<file path="config.mk">
export PLATFORM = sky130hd
export DESIGN_NAME = pulse_fault_injector
export DESIGN_NICKNAME = d
export VERILOG_FILES = /design/src/rtl/fi_pkg.sv /design/src/rtl/fi_period_gen.sv /design/src/rtl/fi_lfsr_gate.sv /design/src/rtl/fi_line_mux.sv /design/src/rtl/pulse_fault_injector.sv
export SDC_FILE = /design/constraint.sdc
export NUM_CORES = 1
export LEC_CHECK = 0
export BUFFER_PORTS_ARGS = -buffer_cell sky130_fd_sc_hd__buf_2
export CORE_UTILIZATION = 25
export CTS_BUF_LIST = sky130_fd_sc_hd__clkbuf_8
export DETAILED_ROUTE_END_ITERATION = 6
export PLACE_DENSITY = 0.53
export SYNTH_ARGS = -nofsm -noshare
export SYNTH_HDL_FRONTEND = slang
export SYNTH_SLANG_ARGS = --single-unit
</file>
<file path="constraint.sdc">
create_clock -name clk -period 2.85 [get_ports clk]
set_input_delay 0.57 -clock clk [delete_from_list [all_inputs] [get_ports clk]]
set_output_delay 0.57 -clock clk [all_outputs]
set_load 0.05 [all_outputs]
</file>
<file path="src/rtl/fi_pkg.sv">
package fi_pkg;
  typedef enum logic [1:0] {
    FI_PASS = 2'b00,
    FI_FLIP = 2'b01,
    FI_LOW  = 2'b10,
    FI_HIGH = 2'b11
  } fi_mode_e;

  localparam int          RND_W    = 16;
  localparam logic [15:0] RND_SEED = 16'hACE1;
  localparam logic [15:0] RND_MASK = 16'hB400;
endpackage

</file>
<file path="src/rtl/fi_period_gen.sv">
module fi_period_gen #(
  parameter int CW = 16
) (
  input  logic          clk,
  input  logic          rst_n,
  input  logic          run,
  input  logic [CW-1:0] period,
  input  logic [CW-1:0] width,
  output logic          in_window,
  output logic          at_start
);
  logic [CW-1:0] cnt_q, cnt_d;

  always_comb begin
    cnt_d = cnt_q;
    if (!run)                                cnt_d = '0;
    else if (cnt_q >= period - {{(CW-1){1'b0}}, 1'b1}) cnt_d = '0;
    else                                     cnt_d = cnt_q + {{(CW-1){1'b0}}, 1'b1};
  end

  always_ff @(posedge clk or negedge rst_n) begin
    if (!rst_n) cnt_q <= '0;
    else        cnt_q <= cnt_d;
  end

  assign in_window = run && (cnt_q < width);
  assign at_start  = run && (cnt_q == '0);
endmodule

</file>
<file path="src/rtl/fi_lfsr_gate.sv">
module fi_lfsr_gate
  import fi_pkg::*;
(
  input  logic             clk,
  input  logic             rst_n,
  input  logic             at_start,
  input  logic             in_window,
  input  logic             prob_en,
  input  logic [RND_W-1:0] threshold,
  output logic             fire
);
  logic [RND_W-1:0] lfsr_q, lfsr_d;
  logic             gate_q, gate_d;
  logic             hit_now;

  assign hit_now = !prob_en || (lfsr_q < threshold);

  always_comb begin
    lfsr_d = lfsr_q;
    gate_d = gate_q;
    if (at_start) begin
      lfsr_d = (lfsr_q >> 1) ^ (lfsr_q[0] ? RND_MASK : '0);
      gate_d = hit_now;
    end
  end

  always_ff @(posedge clk or negedge rst_n) begin
    if (!rst_n) begin
      lfsr_q <= RND_SEED;
      gate_q <= 1'b0;
    end else begin
      lfsr_q <= lfsr_d;
      gate_q <= gate_d;
    end
  end

  assign fire = in_window && (at_start ? hit_now : gate_q);
endmodule

</file>
<file path="src/rtl/fi_line_mux.sv">
module fi_line_mux
  import fi_pkg::*;
#(
  parameter int LINES = 8
) (
  input  logic [LINES-1:0]   sig_in,
  input  logic [2*LINES-1:0] mode,
  input  logic               fire,
  output logic [LINES-1:0]   sig_out,
  output logic               any_hit
);
  logic [LINES-1:0] altered;

  for (genvar i = 0; i < LINES; i++) begin : g_line
    fi_mode_e m;
    logic     bad_val;
    assign m = fi_mode_e'(mode[2*i +: 2]);
    always_comb begin
      unique case (m)
        FI_FLIP: bad_val = ~sig_in[i];
        FI_LOW:  bad_val = 1'b0;
        FI_HIGH: bad_val = 1'b1;
        default: bad_val = sig_in[i];
      endcase
    end
    assign altered[i] = fire && (m != FI_PASS);
    assign sig_out[i] = altered[i] ? bad_val : sig_in[i];
  end

  assign any_hit = |altered;
endmodule

</file>
<file path="src/rtl/pulse_fault_injector.sv">
module pulse_fault_injector
  import fi_pkg::*;
#(
  parameter int LINES = 8,
  parameter int CW    = 16
) (
  input  logic               clk,
  input  logic               rst_n,
  input  logic               cfg_enable,
  input  logic               cfg_prob_en,
  input  logic [CW-1:0]      cfg_width,
  input  logic [CW-1:0]      cfg_period,
  input  logic [RND_W-1:0]   cfg_threshold,
  input  logic [2*LINES-1:0] cfg_mode,
  input  logic [LINES-1:0]   sig_in,
  output logic [LINES-1:0]   sig_out,
  output logic               inject_active,
  output logic               config_error
);
  logic run, in_window, at_start, fire;

  assign config_error = (cfg_width == '0) || (cfg_width >= cfg_period);
  assign run          = cfg_enable && !config_error;

  fi_period_gen #(.CW(CW)) u_period (
    .clk(clk), .rst_n(rst_n), .run(run), .period(cfg_period),
    .width(cfg_width), .in_window(in_window), .at_start(at_start)
  );

  fi_lfsr_gate u_gate (
    .clk(clk), .rst_n(rst_n), .at_start(at_start), .in_window(in_window),
    .prob_en(cfg_prob_en), .threshold(cfg_threshold), .fire(fire)
  );

  fi_line_mux #(.LINES(LINES)) u_mux (
    .sig_in(sig_in), .mode(cfg_mode), .fire(fire),
    .sig_out(sig_out), .any_hit(inject_active)
  );
endmodule

</file>
### Yosys cells after proc, flatten, opt, wreduce, memory -nomap -nowiden

Index checks and enable logic that the tools add are counted.

| cells by class | value |
|---|---|
| equal/unequal tests | 24 |
| add/subtract/negate cells | 2 |
| muxes and demuxes | 20 |
| order comparisons | 4 |
| bitwise gates (word level) | 9 |
| reduce and logical (&&, ||, !) cells | 27 |

Operator list:

| kind | count |
|---|---|
| $mux W16 | 3 |
| $eq A2 B2 Y1 const B | 16 |
| $ge A16 B16 Y1 | 2 |
| $logic_not A16 Y1 | 2 |
| $lt A16 B16 Y1 | 2 |
| $pmux W1 S3 | 8 |
| $add A16 B1 Y16 const B | 1 |
| $eq A2 B1 Y1 const B | 8 |
| $reduce_bool A2 Y1 | 8 |
| $sub A16 B1 Y16 const B | 1 |
| $xor A15 B16 Y16 | 1 |
| $logic_and A1 B1 Y1 | 12 |
| $mux W1 | 9 |
| $not A1 Y1 | 8 |
| $reduce_or A8 Y1 | 1 |
| $logic_not A1 Y1 | 2 |
| $logic_or A1 B1 Y1 | 2 |

| word-level totals | value |
|---|---|
| bits of input ports | 76 |
| output and inout port bits | 10 |
| logic and storage cells | 89 |
| register bits after elaboration | 33 |

### Longest topological paths before layout

Gate-level depths: netlist (run 1).

| logic depth | value |
|---|---|
| depth after elaboration | 9 |
| gate-level depth with buffers | 14 |
| mapped depth without buffers | 13 |

### By module

Synthesis (run 1) repeated with hierarchy kept, for this count alone.

| second synthesis, totals | value |
|---|---|
| cells, all modules | 397 |
| area, all modules | 3583.4 um^2 |

By module, submodules not included:

| module | instances | area each (um^2) | sequential area each (um^2) | cells each |
|---|---|---|---|---|
| fi_period_gen | 1 | 1775.5 | 400.4 | 208 |
| fi_lfsr_gate | 1 | 1108.6 | 435.4 | 99 |
| pulse_fault_injector | 1 | 476.7 | 0.0 | 59 |
| fi_line_mux | 1 | 222.7 | 0.0 | 31 |

### Least setup slack after synthesis (run 1)

OpenSTA, ideal clock, no wires.

| path | value |
|---|---|
| path type | input-to-output |
| from | input port cfg_width[0] |
| to | output port sig_out[3] |
| slack | -0.885 ns |
| required time | 2.280 ns |
| stages on the path | 9 |
| arrival | 3.165 ns |
| buffers on the path | 1 |
| cell sequence | inv_1 ha_1 nand2b_1 a2111oi_2 o32a_2 and4_1 buf_6 a31oi_1 a211oi_1 |

| on the way | value |
|---|---|
| cells in the longest elaborated chain, start to end | 9 |
| elaborated cells between the ends (all ways) | 12 |
| those cells by class | order compare: 2; mux: 2; reduce/logical: 8 |

RTL lines:

| what | RTL line | source |
|---|---|---|
| from (decl) | pulse_fault_injector.sv:11 | `input logic [CW-1:0] cfg_width,` |
| $ge A16 B16 Y1 or $logic_not A16 Y1 (tied branches) | pulse_fault_injector.sv:22 | `assign config_error = (cfg_width == '0) \|\| (cfg_width >= cfg_period);` |
| $logic_or A1 B1 Y1 | pulse_fault_injector.sv:22 |  |
| $logic_not A1 Y1 | pulse_fault_injector.sv:23 | `assign run = cfg_enable && !config_error;` |
| $logic_and A1 B1 Y1 | pulse_fault_injector.sv:23 |  |
| $logic_and A1 B1 Y1 | fi_period_gen.sv:27 | `assign at_start = run && (cnt_q == '0);` |
| $mux W1 | -- |  |
| $logic_and A1 B1 Y1 (*) | fi_lfsr_gate.sv:37 | `assign fire = in_window && (at_start ? hit_now : gate_q);` |
| $logic_and A1 B1 Y1 (*) | fi_line_mux.sv:26 | `assign altered[i] = fire && (m != FI_PASS);` |
| $mux W1 (*) | fi_line_mux.sv:27 | `assign sig_out[i] = altered[i] ? bad_val : sig_in[i];` |
| to (decl) | pulse_fault_injector.sv:16 | `output logic [LINES-1:0] sig_out,` |

Mark *: on every way between the ends. The rest lies on a longest branch, timed or not.

### Worst setup path in the final report (run 1)

| path | value |
|---|---|
| from | input port cfg_width[13] |
| to | output port sig_out[3] |

The elaborated chain is that of the path after synthesis.

==> impl_metrics.prom, run 1 <==
# TYPE chip_impl_metric gauge
chip_impl_info{name="status",value="finished, violations left"} 1
chip_impl_info{name="violated_checks",value="negative setup slack"} 1
chip_impl_info{name="crit_path_start_kind",value="input pin"} 1
chip_impl_metric{name="slew_viol_final",unit=""} 0
chip_impl_metric{name="first_global_vias",unit=""} 4246
chip_impl_metric{name="layout-drive-gt1-share",unit="%"} 53.9
chip_impl_metric{name="die_area",unit="sq um"} 15900
chip_impl_metric{name="placed_cells",unit=""} 798
chip_impl_metric{name="timing_hold_violations_final",unit=""} 0
chip_impl_metric{name="setup_ws",unit="ns"} -0.316
chip_impl_metric{name="synth.lib_cells_used.distinct",unit=""} 53
chip_impl_metric{name="cp_slowest_stage_delay",unit="ns"} 0.43
chip_impl_info{name="worstPathCellList",value="buf_4, ha_4, and4_4, nand4_1, o32a_4, nand4_1, buf_6, buf_6, o41ai_4, a211oi_4, buf_6"} 1
chip_impl_metric{name="fillCellCount",unit=""} 1411
chip_impl_metric{name="cp_data_arrival_time",unit="ns"} 2.60
chip_impl_metric{name="critical_path.max_fanout",unit=""} 7
chip_impl_metric{name="number_of_buffers_on_the_longest_clock_path",unit=""} 2
chip_impl_metric{name="globalRoute.totalOverflow",unit=""} 0
chip_impl_info{name="worst_path_dominant_cell_family",value="compound AO/OA/AOI/OAI gates"} 1
chip_impl_metric{name="drt_iter0_markers",unit=""} 82
chip_impl_metric{name="worstSkewPairLatency",unit="ns"} 0.28
chip_impl_metric{name="number_of_flops_mapped_to_enable_cells_by_yosys",unit=""} 0
chip_impl_metric{name="dr.pass1.iters",unit=""} 4
chip_impl_metric{name="antenna_cells",unit=""} 0
chip_impl_metric{name="synth.yosys.seq_area_share",unit="%"} 21.7
chip_impl_metric{name="timing.max_slew.rel_slack",unit="%"} 50.0
chip_impl_info{name="tritoncts_clock_tree",value="yes"} 1
chip_impl_metric{name="core_area",unit="sq um"} 14800
chip_impl_metric{name="cellPowerDensity",unit="nW/um^2"} 247
chip_impl_metric{name="finalSetupTns",unit="ns"} -2.04
chip_impl_info{name="crit_top_cell",value="buf_6"} 1
chip_impl_metric{name="grt_first_pass_wirelength",unit="um"} 19800
chip_impl_metric{name="port_buffers",unit=""} 85
chip_impl_metric{name="vias_per_cell",unit=""} 4.90
chip_impl_metric{name="postRouteAntennaNets",unit=""} 0
chip_impl_metric{name="seq_area",unit="sq um"} 840
chip_impl_metric{name="synthesis.yosys.warnings",unit=""} 0
chip_impl_metric{name="slew_at_the_pin_with_the_worst_max_slew_slack",unit="ns"} 0.750
chip_impl_metric{name="place_hpwl",unit="um"} 9840
chip_impl_metric{name="floorplan.initialDensity",unit="%"} 26.1
chip_impl_metric{name="die_h",unit="um"} 126
chip_impl_metric{name="tritoncts.num_buffers",unit=""} 5
chip_impl_metric{name="postLayoutCoreUtil",unit="%"} 43.6
chip_impl_metric{name="grt_antenna_before_repair",unit=""} 0
chip_impl_metric{name="synthesis.area",unit="sq um"} 3850
chip_impl_metric{name="maxClockFrequency",unit="MHz"} 316
chip_impl_metric{name="clk_transition_reported_paths",unit="ns"} 0.06
chip_impl_metric{name="worst_ir_drop_vdd",unit="mV"} 0.207
chip_impl_metric{name="grt_start_max_net_pins",unit=""} 34
chip_impl_metric{name="cp.required",unit="ns"} 2.28
chip_impl_info{name="rsz0062_at_grt",value="true"} 1
chip_impl_info{name="path_class",value="in -> out"} 1
chip_impl_metric{name="placed_area",unit="sq um"} 5610
chip_impl_metric{name="routed_wire_per_std_cell",unit="um"} 14.8
chip_impl_metric{name="mappedNetlistNets",unit=""} 576
chip_impl_metric{name="multiInputGateArea",unit="sq um"} 3460
chip_impl_metric{name="maximum_level_of_the_cts_h_tree",unit=""} 2
chip_impl_metric{name="routed_wl",unit="um"} 12100
chip_impl_metric{name="final-instance-count-excl-fill",unit=""} 818
chip_impl_info{name="crit_slowest_cell",value="o32a_4"} 1
chip_impl_metric{name="post_cts_hold_buffer_count",unit=""} 0
chip_impl_metric{name="place_ws",unit="ns"} -0.538
chip_impl_metric{name="row_count",unit=""} 44
chip_impl_metric{name="grt.total_usage",unit="%"} 15.2
chip_impl_metric{name="finalClockSkew",unit="ns"} 0.00639
chip_impl_metric{name="async_reset_ff_share",unit="%"} 100
chip_impl_metric{name="syn-mean-instance-area",unit="sq um"} 8.84
chip_impl_info{name="endpoint_kind",value="primary output"} 1
chip_impl_metric{name="report.final.setup_viol",unit=""} 9
chip_impl_metric{name="place.gp.congestion",unit=""} 0.841
chip_impl_metric{name="fp.dieW",unit="um"} 126
chip_impl_metric{name="crit_buf_inv",unit=""} 4
chip_impl_metric{name="power.leakage",unit="nW"} 3.02
chip_impl_info{name="library_cell_used_as_clock_root_buffer",value="clkbuf_8"} 1
chip_impl_info{name="synth-main-ff-cell",value="dfrtp_1"} 1
chip_impl_metric{name="ys_ff_latch",unit=""} 33
chip_impl_metric{name="post_synth_inst_count",unit=""} 435
chip_impl_metric{name="final_area",unit="sq um"} 6430
chip_impl_metric{name="final_nets",unit=""} 774
chip_impl_metric{name="cap_violations",unit=""} 0
chip_impl_metric{name="numClockSinks",unit=""} 33
chip_impl_metric{name="timing.reg2reg.setup_slack",unit="ns"} 0.67
chip_impl_metric{name="final_critical_path_required_period",unit="ns"} 3.17
chip_impl_metric{name="area_growth_syn_to_layout",unit="%"} 67.1
chip_impl_metric{name="routed_vias",unit=""} 4010
chip_impl_metric{name="fin_crit_sh",unit="%"} 111
chip_impl_info{name="holdCritPathClass",value="in -> async"} 1
chip_impl_metric{name="boundary_pin_count",unit=""} 86
chip_impl_metric{name="fin_total_pwr",unit="mW"} 1.59
chip_impl_metric{name="drc",unit=""} 0
chip_impl_metric{name="post_route_hold_slack",unit="ns"} 0.349
==> cell usage after synthesis, drive strengths merged (5+ instances only) <==
cell type,n,share of area [%]
a211oi,21,5.4
a21o,8,1.6
a21oi,12,1.7
and2,6,0.98
and4,6,1.4
buf,7,1.4
dfrtp,25,16
dfstp,8,5.5
ha,65,21
inv,59,5.8
mux2,16,4.7
nand2,16,1.8
nand2b,5,0.81
nand3,22,3.0
nand4,18,3.1
nor2,26,2.7
nor2b,5,0.81
nor4,19,3.6
o21a,5,0.98
o21ai,16,2.1
o31ai,5,0.98
xnor2,18,4.1
xor2,12,2.7
==> sequential cells by signal, summed over array words and instances, names as in the netlist <==
| name | cells |
|---|---|
| u_period.cnt_q | 16 |
| u_gate.gate_q | 1 |
| u_gate.lfsr_q | 16 |
==> layer usage <==
layer  track usage [%]  up-vias  part of all wire [%]
met5                 0        -                     0
li1                  -     2003                     -
met2              28.1       76                    51
met1              19.0     1923                    46
met3              2.34        8                   3.0
met4              1.63        0                  0.68
==> path summary, 6_finish.rpt <==
path | start | endpoint | cells after the start
min in group clk | u_gate.gate_q | u_gate.gate_q | 2
max | cfg_width[13] | sig_out[3] | 11
max in group asynchronous | rst_n | u_period.cnt_q[11] | 1
min reg2reg | u_gate.gate_q | u_gate.gate_q | 2
min | rst_n | u_period.cnt_q[0] | 1
max reg2reg | u_period.cnt_q[0] | u_period.cnt_q[6] | 10
==> area by class of cell <==
type,count,area share (%)
repair buffers,199,23.7
flip-flops and latches,33,13.1
inverters,59,4.07
well taps,184,3.58
clock inverters,2,0.526
multi-input cells,335,53.8
clock buffers,6,1.28
==> power breakdown <==
part / total, mW / leakage [nW] / internal, mW / switching (mW)
Sequential: 0.475 / 0.420 / 0.472 / 0.00319
Clock: 0.455 / 0.0626 / 0.282 / 0.173
Combinational: 0.660 / 2.54 / 0.316 / 0.344
Total: 1.59 / 3.02 / 1.07 / 0.520
==> kinds of logic (layout without fill, tap and decap cells) <==
group,count (synthesis),after routing,share of synthesized area [%]
compound gates,88,88,17.8
xor+xnor,30,30,6.83
flops,33,33,21.7
fa+ha+maj,65,65,21.1
mux,17,17,4.94
simple gates,134,135,20.3
buf+inv,68,266,7.35
==> timing repair <==
item                                   in CTS  in global routing
resized for setup                          65                 70
cloned                                      1                  1
setup buffers                               6                  5
endpoints found under the hold margin       0                  0
pin swaps                                  22                 53
setup endpoints to repair                  24                 25
==> cells in the final DEF, fill, tap and decap left out, types with 17 or more instances in the layout <==
master    synthesis  final
nand4_1          17     17
ha_1             65     47
a211oi_2         10     17
buf_2             4     59
nor2_1           25     23
ha_4              0     18
buf_4             0    105
buf_6             3     26
inv_1            59     46
dfrtp_1          25     22
xnor2_1          18     18
No activity file was read; power rests on OpenSTA's default activity.
==> run 2: changes to the inputs <==
CELL_PAD_IN_SITES_DETAIL_PLACEMENT = 0   (was not set)
CELL_PAD_IN_SITES_GLOBAL_PLACEMENT = 1   (was not set)
PLACE_DENSITY = 0.64   (was 0.53)
==> impl_metrics.prom, run 2 (synthesized netlist as in run 1, its figures left out) <==
# TYPE chip_impl_metric gauge
chip_impl_info{name="highest_count_cells_in_the_layout_ignoring_fill_and_taps",value="buf_4 (93), buf_2 (67), inv_1 (46), ha_1 (46), nor2_1 (24)"} 1
chip_impl_info{name="crit_path_start_kind",value="input pin"} 1
chip_impl_metric{name="post_cts_hold_buffer_count",unit=""} 0
chip_impl_metric{name="global_route.usage.met3",unit="%"} 2.25
chip_impl_metric{name="slew_at_the_pin_with_the_worst_max_slew_slack",unit="ns"} 0.753
chip_impl_info{name="path_class",value="in -> out"} 1
chip_impl_metric{name="timing_hold_violations_final",unit=""} 0
chip_impl_info{name="tritoncts_clock_tree",value="yes"} 1
chip_impl_info{name="cp-startpoint",value="cfg_period[15]"} 1
chip_impl_metric{name="floorplan.initialDensity",unit="%"} 26.1
chip_impl_metric{name="place_hpwl",unit="um"} 9800
chip_impl_metric{name="boundary_pin_count",unit=""} 86
chip_impl_metric{name="fillCellCount",unit=""} 1439
chip_impl_metric{name="grt_start_max_net_pins",unit=""} 34
chip_impl_metric{name="grt.total_usage",unit="%"} 15.3
chip_impl_metric{name="final_nets",unit=""} 768
chip_impl_metric{name="critical_path.max_fanout",unit=""} 5
chip_impl_metric{name="slew_viol_final",unit=""} 0
chip_impl_info{name="violated_checks",value="negative setup slack"} 1
chip_impl_info{name="layout_top_registers",value="u_gate.lfsr_q (16), u_period.cnt_q (16), u_gate.gate_q (1)"} 1
chip_impl_metric{name="seq_area",unit="sq um"} 838
chip_impl_metric{name="maxClockFrequency",unit="MHz"} 311
chip_impl_metric{name="final_critical_path_required_period",unit="ns"} 3.21
chip_impl_metric{name="globalRouteMet2Util",unit="%"} 27.2
chip_impl_info{name="grt.busiest_layer",value="met2"} 1
chip_impl_metric{name="grt_first_pass_wirelength",unit="um"} 19800
chip_impl_metric{name="first_global_vias",unit=""} 4149
chip_impl_metric{name="routed_wl",unit="um"} 12100
chip_impl_info{name="library_cell_used_as_clock_root_buffer",value="clkbuf_8"} 1
chip_impl_metric{name="cp.required",unit="ns"} 2.28
chip_impl_metric{name="report.final.setup_viol",unit=""} 23
chip_impl_info{name="launching_point_of_the_worst_reg2reg_path",value="u_period.cnt_q[0]"} 1
chip_impl_info{name="endpoint_kind",value="primary output"} 1
chip_impl_metric{name="tritoncts.num_buffers",unit=""} 5
chip_impl_metric{name="maximum_level_of_the_cts_h_tree",unit=""} 2
chip_impl_metric{name="globalRoute.totalOverflow",unit=""} 0
chip_impl_metric{name="die_area",unit="sq um"} 15900
chip_impl_metric{name="number_of_buffers_on_the_longest_clock_path",unit=""} 2
chip_impl_metric{name="clk_transition_reported_paths",unit="ns"} 0.07
chip_impl_metric{name="fin_crit_sh",unit="%"} 113
chip_impl_metric{name="vias_per_cell",unit=""} 4.87
chip_impl_metric{name="postLayoutCoreUtil",unit="%"} 42.9
chip_impl_metric{name="worst_ir_drop_vdd",unit="mV"} 0.194
chip_impl_metric{name="routed_wire_per_std_cell",unit="um"} 14.8
chip_impl_info{name="status",value="finished, violations left"} 1
chip_impl_metric{name="place.gp.congestion",unit=""} 0.816
chip_impl_metric{name="fp.dieW",unit="um"} 126
chip_impl_metric{name="timing.max_slew.rel_slack",unit="%"} 49.8
chip_impl_metric{name="die_h",unit="um"} 126
chip_impl_metric{name="antenna_cells",unit=""} 0
chip_impl_metric{name="numClockSinks",unit=""} 33
chip_impl_metric{name="groute.layer.met1.usage",unit="%"} 19.7
chip_impl_metric{name="core_area",unit="sq um"} 14800
chip_impl_metric{name="finalClockSkew",unit="ns"} 0.00364
chip_impl_metric{name="layout-drive-gt1-share",unit="%"} 52.7
chip_impl_metric{name="place_ws",unit="ns"} -0.539
chip_impl_info{name="holdCritPathClass",value="in -> async"} 1
chip_impl_metric{name="routed_vias",unit=""} 3955
chip_impl_info{name="layout_commonest_cell",value="buf_4"} 1
chip_impl_metric{name="port_buffers",unit=""} 85
chip_impl_metric{name="setup_ws",unit="ns"} -0.362
chip_impl_metric{name="power.leakage",unit="nW"} 2.98
chip_impl_metric{name="cp_data_arrival_time",unit="ns"} 2.64
chip_impl_metric{name="worstSkewPairLatency",unit="ns"} 0.28
chip_impl_metric{name="drt_iter0_markers",unit=""} 125
chip_impl_metric{name="cellPowerDensity",unit="nW/um^2"} 248
chip_impl_metric{name="cap_violations",unit=""} 0
chip_impl_metric{name="row_count",unit=""} 44
chip_impl_metric{name="multiInputGateArea",unit="sq um"} 3420
chip_impl_metric{name="postRouteAntennaNets",unit=""} 0
chip_impl_metric{name="area_growth_syn_to_layout",unit="%"} 64.7
chip_impl_info{name="rsz0062_at_grt",value="true"} 1
chip_impl_metric{name="grt_antenna_before_repair",unit=""} 0
chip_impl_metric{name="drc",unit=""} 0
chip_impl_metric{name="dr.pass1.iters",unit=""} 4
run 2: changes by cell type in the layout (fill, tap and decap cells not counted), sizes merged:
cell / delta
clkbuf: -1
buf: -5
run 2: power by group:
part	internal [mW]	leakage [nW]	switching, mW	total, mW
combinational	0.304	2.50	0.336	0.640
clock	0.281	0.0626	0.172	0.453
sequential	0.472	0.422	0.00427	0.476
total	1.06	2.98	0.512	1.57
run 2: area by class of cell:
cell class / instances / share of cell area (%)
multi-input cells: 335 / 54.0
repair buffers: 193 / 23.2
flip-flops and latches: 33 / 13.2
inverters: 59 / 4.09
well taps: 184 / 3.63
clock buffers: 6 / 1.30
clock inverters: 2 / 0.533
run 2: path summary, 6_finish.rpt:
kind	end	slack, ns	depth (start not counted)
worst max-delay path	sig_out[3]	-0.36	12
worst min-delay path	u_period.cnt_q[3]	0.35	1
worst max register to register	u_period.cnt_q[0]	0.77	10
worst min register to register	u_gate.gate_q	0.54	2
max in group asynchronous	u_period.cnt_q[11]	1.97	1
min in group clk	u_gate.gate_q	0.54	2
run 2: routing by layer:
| metal | vias to the layer above | wire (um) |
|---|---|---|
| met5 | - | 0 |
| met4 | 0 | 79 |
| met3 | 10 | 382 |
| met2 | 80 | 6030 |
| met1 | 1880 | 5560 |
| li1 | 1985 | - |
run 2: worst max-delay path, stage by stage:
cell	delay, ns
buf_2	0.12
inv_4	0.04
ha_4	0.25
and4_4	0.22
nand4_1	0.10
o32a_4	0.41
nand4_1	0.13
buf_6	0.16
buf_6	0.11
o41ai_4	0.06
a211oi_4	0.26
buf_6	0.19
run 2: what timing repair did:
item | CTS | global route
gates cloned | 3 | 0
pin swaps | 33 | 19
setup endpoints to repair | 15 | 26
setup buffers | 6 | 4
hold endpoints to repair | 0 | 0
resized for setup | 86 | 28
run 2: metrics by stage:
stage	power, mW	setup TNS, ns	instance area, sq um	std cells	hold WS [ns]
detailed placement	1.03	-8.16	5600	793	0.532
global placement	1.02	-7.58	5600	793	0.523
global route	1.66	-5.82	6340	812	0.416
finish	1.57	-2.83	6340	812	0.353
floorplan	0.800	-0.360	4220	435	0.274
CTS	1.57	-2.51	6150	808	0.378
==> run 3: changes to the inputs <==
MAX_ROUTING_LAYER = met4   (was not set)
==> impl_metrics.prom, run 3 (synthesized netlist as in run 1, its figures left out) <==
# TYPE chip_impl_metric gauge
chip_impl_info{name="status",value="finished, violations left"} 1
chip_impl_info{name="violated_checks",value="negative setup slack"} 1
chip_impl_metric{name="cellPowerDensity",unit="nW/um^2"} 248
chip_impl_metric{name="worstSkewPairLatency",unit="ns"} 0.28
chip_impl_metric{name="boundary_pin_count",unit=""} 86
chip_impl_metric{name="cp_data_arrival_time",unit="ns"} 2.64
chip_impl_info{name="crit_slowest_cell",value="o32a_4"} 1
chip_impl_metric{name="vias_per_cell",unit=""} 4.90
chip_impl_metric{name="timing.max_slew.rel_slack",unit="%"} 47.6
chip_impl_metric{name="power.leakage",unit="nW"} 2.98
chip_impl_metric{name="tritoncts.num_buffers",unit=""} 5
chip_impl_metric{name="grt_first_pass_wirelength",unit="um"} 19800
chip_impl_info{name="crit_top_cell",value="buf_6"} 1
chip_impl_info{name="tritoncts_clock_tree",value="yes"} 1
chip_impl_metric{name="first_global_vias",unit=""} 4157
chip_impl_metric{name="drt_iter0_markers",unit=""} 99
chip_impl_metric{name="finalClockSkew",unit="ns"} 0.00332
chip_impl_metric{name="final_nets",unit=""} 768
chip_impl_metric{name="core_area",unit="sq um"} 14800
chip_impl_metric{name="row_count",unit=""} 44
chip_impl_metric{name="routed_vias",unit=""} 3978
chip_impl_metric{name="numClockSinks",unit=""} 33
chip_impl_info{name="endpoint_kind",value="primary output"} 1
chip_impl_metric{name="slew_at_the_pin_with_the_worst_max_slew_slack",unit="ns"} 0.786
chip_impl_metric{name="postLayoutCoreUtil",unit="%"} 42.9
chip_impl_metric{name="floorplan.initialDensity",unit="%"} 26.1
chip_impl_metric{name="postRouteAntennaNets",unit=""} 0
chip_impl_metric{name="cp.required",unit="ns"} 2.28
chip_impl_info{name="layout_top_registers",value="u_gate.lfsr_q (16), u_period.cnt_q (16), u_gate.gate_q (1)"} 1
chip_impl_metric{name="layout-drive-gt1-share",unit="%"} 52.7
chip_impl_metric{name="globalRoute.totalOverflow",unit=""} 0
chip_impl_metric{name="cap_violations",unit=""} 0
chip_impl_metric{name="drc",unit=""} 0
chip_impl_metric{name="maximum_level_of_the_cts_h_tree",unit=""} 2
chip_impl_metric{name="post_cts_hold_buffer_count",unit=""} 0
chip_impl_metric{name="placed_area",unit="sq um"} 5600
chip_impl_metric{name="rr_worst_depth",unit=""} 10
chip_impl_metric{name="met3_wire_length",unit="um"} 422
chip_impl_metric{name="port_buffers",unit=""} 85
chip_impl_metric{name="cp_slowest_stage_delay",unit="ns"} 0.41
chip_impl_metric{name="number_of_buffers_on_the_longest_clock_path",unit=""} 2
chip_impl_info{name="rsz0062_at_grt",value="true"} 1
chip_impl_metric{name="fin_total_pwr",unit="mW"} 1.57
chip_impl_metric{name="detail_route.wirelength.met1",unit="um"} 5570
chip_impl_info{name="crit_path_start_kind",value="input pin"} 1
chip_impl_metric{name="antenna_cells",unit=""} 0
chip_impl_metric{name="wl_met2",unit="um"} 6020
chip_impl_metric{name="die_area",unit="sq um"} 15900
chip_impl_metric{name="place.gp.congestion",unit=""} 0.828
chip_impl_info{name="top_layer",value="met4"} 1
chip_impl_metric{name="report.final.setup_viol",unit=""} 23
chip_impl_metric{name="setup_ws",unit="ns"} -0.356
chip_impl_metric{name="place_hpwl",unit="um"} 9800
chip_impl_metric{name="dr.pass1.iters",unit=""} 4
chip_impl_info{name="holdCritPathClass",value="in -> async"} 1
chip_impl_metric{name="fin_crit_sh",unit="%"} 113
chip_impl_metric{name="critical_path.max_fanout",unit=""} 5
chip_impl_metric{name="die_h",unit="um"} 126
chip_impl_metric{name="slew_viol_final",unit=""} 0
chip_impl_info{name="library_cell_used_as_clock_root_buffer",value="clkbuf_8"} 1
chip_impl_metric{name="final_area",unit="sq um"} 6340
chip_impl_metric{name="clk_transition_reported_paths",unit="ns"} 0.07
chip_impl_metric{name="routed_wl",unit="um"} 12100
chip_impl_metric{name="fp.dieW",unit="um"} 126
chip_impl_metric{name="routed_wire_per_std_cell",unit="um"} 14.9
chip_impl_info{name="path_class",value="in -> out"} 1
chip_impl_info{name="layout_commonest_cell",value="buf_4"} 1
chip_impl_metric{name="grt.total_usage",unit="%"} 15.7
chip_impl_metric{name="grt_antenna_before_repair",unit=""} 0
chip_impl_metric{name="area_growth_syn_to_layout",unit="%"} 64.7
chip_impl_metric{name="worst_ir_drop_vdd",unit="mV"} 0.193
chip_impl_metric{name="grt_start_max_net_pins",unit=""} 34
chip_impl_info{name="highest_count_cells_in_the_layout_ignoring_fill_and_taps",value="buf_4 (93), buf_2 (67), inv_1 (46), ha_1 (46), nor2_1 (24)"} 1
chip_impl_metric{name="maxClockFrequency",unit="MHz"} 312
chip_impl_metric{name="timing_hold_violations_final",unit=""} 0
chip_impl_metric{name="final_critical_path_required_period",unit="ns"} 3.21
chip_impl_info{name="worstPathCellList",value="buf_2, inv_4, ha_4, and4_4, nand4_1, o32a_4, nand4_1, buf_6, buf_6, o41ai_4, a211oi_4, buf_6"} 1
-- run 3: cell counts in the layout (fill, tap and decap cells not counted) --
Identical to the previous run, type by type.
-- run 3: report_power, final --
group | internal [mW] | switching (mW)
sequential | 0.472 | 0.00413
combinational | 0.304 | 0.337
clock | 0.281 | 0.171
total | 1.06 | 0.512
-- run 3: timing repair --
| item | 4_1_cts | 5_1_grt |
|---|---|---|
| setup endpoints to repair | 15 | 26 |
| cloned | 3 | 0 |
| buffers inserted | 6 | 4 |
| resized for setup | 86 | 28 |
| pin swaps | 33 | 19 |
-- run 3: final cells by class --
type	instances	area, sq um
fill	1439	8420
multi-input combinational	335	3420
timing repair buffer	193	1470
sequential	33	838
inverter	59	259
tap	184	230
clock buffer	6	82.6
clock inverter	2	33.8
-- run 3: critical path, delay by kind of cell --
family | cells | cell delay (ns)
compound gates | 3 | 0.74
buf+inv | 5 | 0.62
simple gates | 3 | 0.45
fa+ha+maj | 1 | 0.25
-- run 3: metrics by stage --
stage / setup slack [ns] / cells / hold WS [ns] / setup TNS (ns)
floorplan: -0.119 / 435 / 0.274 / -0.360
global placement: -0.507 / 793 / 0.523 / -7.58
detailed placement: -0.539 / 793 / 0.532 / -8.16
CTS: -0.357 / 808 / 0.378 / -2.51
global route: -0.424 / 812 / 0.412 / -5.82
finish: -0.356 / 812 / 0.365 / -2.67
-- run 3: path summary, 6_finish.rpt --
check | end | slack, ns | from
worst max register to register | u_period.cnt_q[9] | 0.77 | u_period.cnt_q[0]
max in group asynchronous | u_period.cnt_q[11] | 1.94 | rst_n
worst min-delay path | u_period.cnt_q[4] | 0.36 | rst_n
worst min register to register | u_gate.gate_q | 0.54 | u_gate.gate_q
worst max-delay path | sig_out[3] | -0.36 | cfg_period[15]
min in group clk | u_gate.gate_q | 0.54 | u_gate.gate_q
-- run 3: metal layers --
layer  GRT usage (%)  vias up
met4            2.62        0
met3            2.29       10
met1            19.5     1901
met5               -        -
li1                -     1985
met2            27.2       82
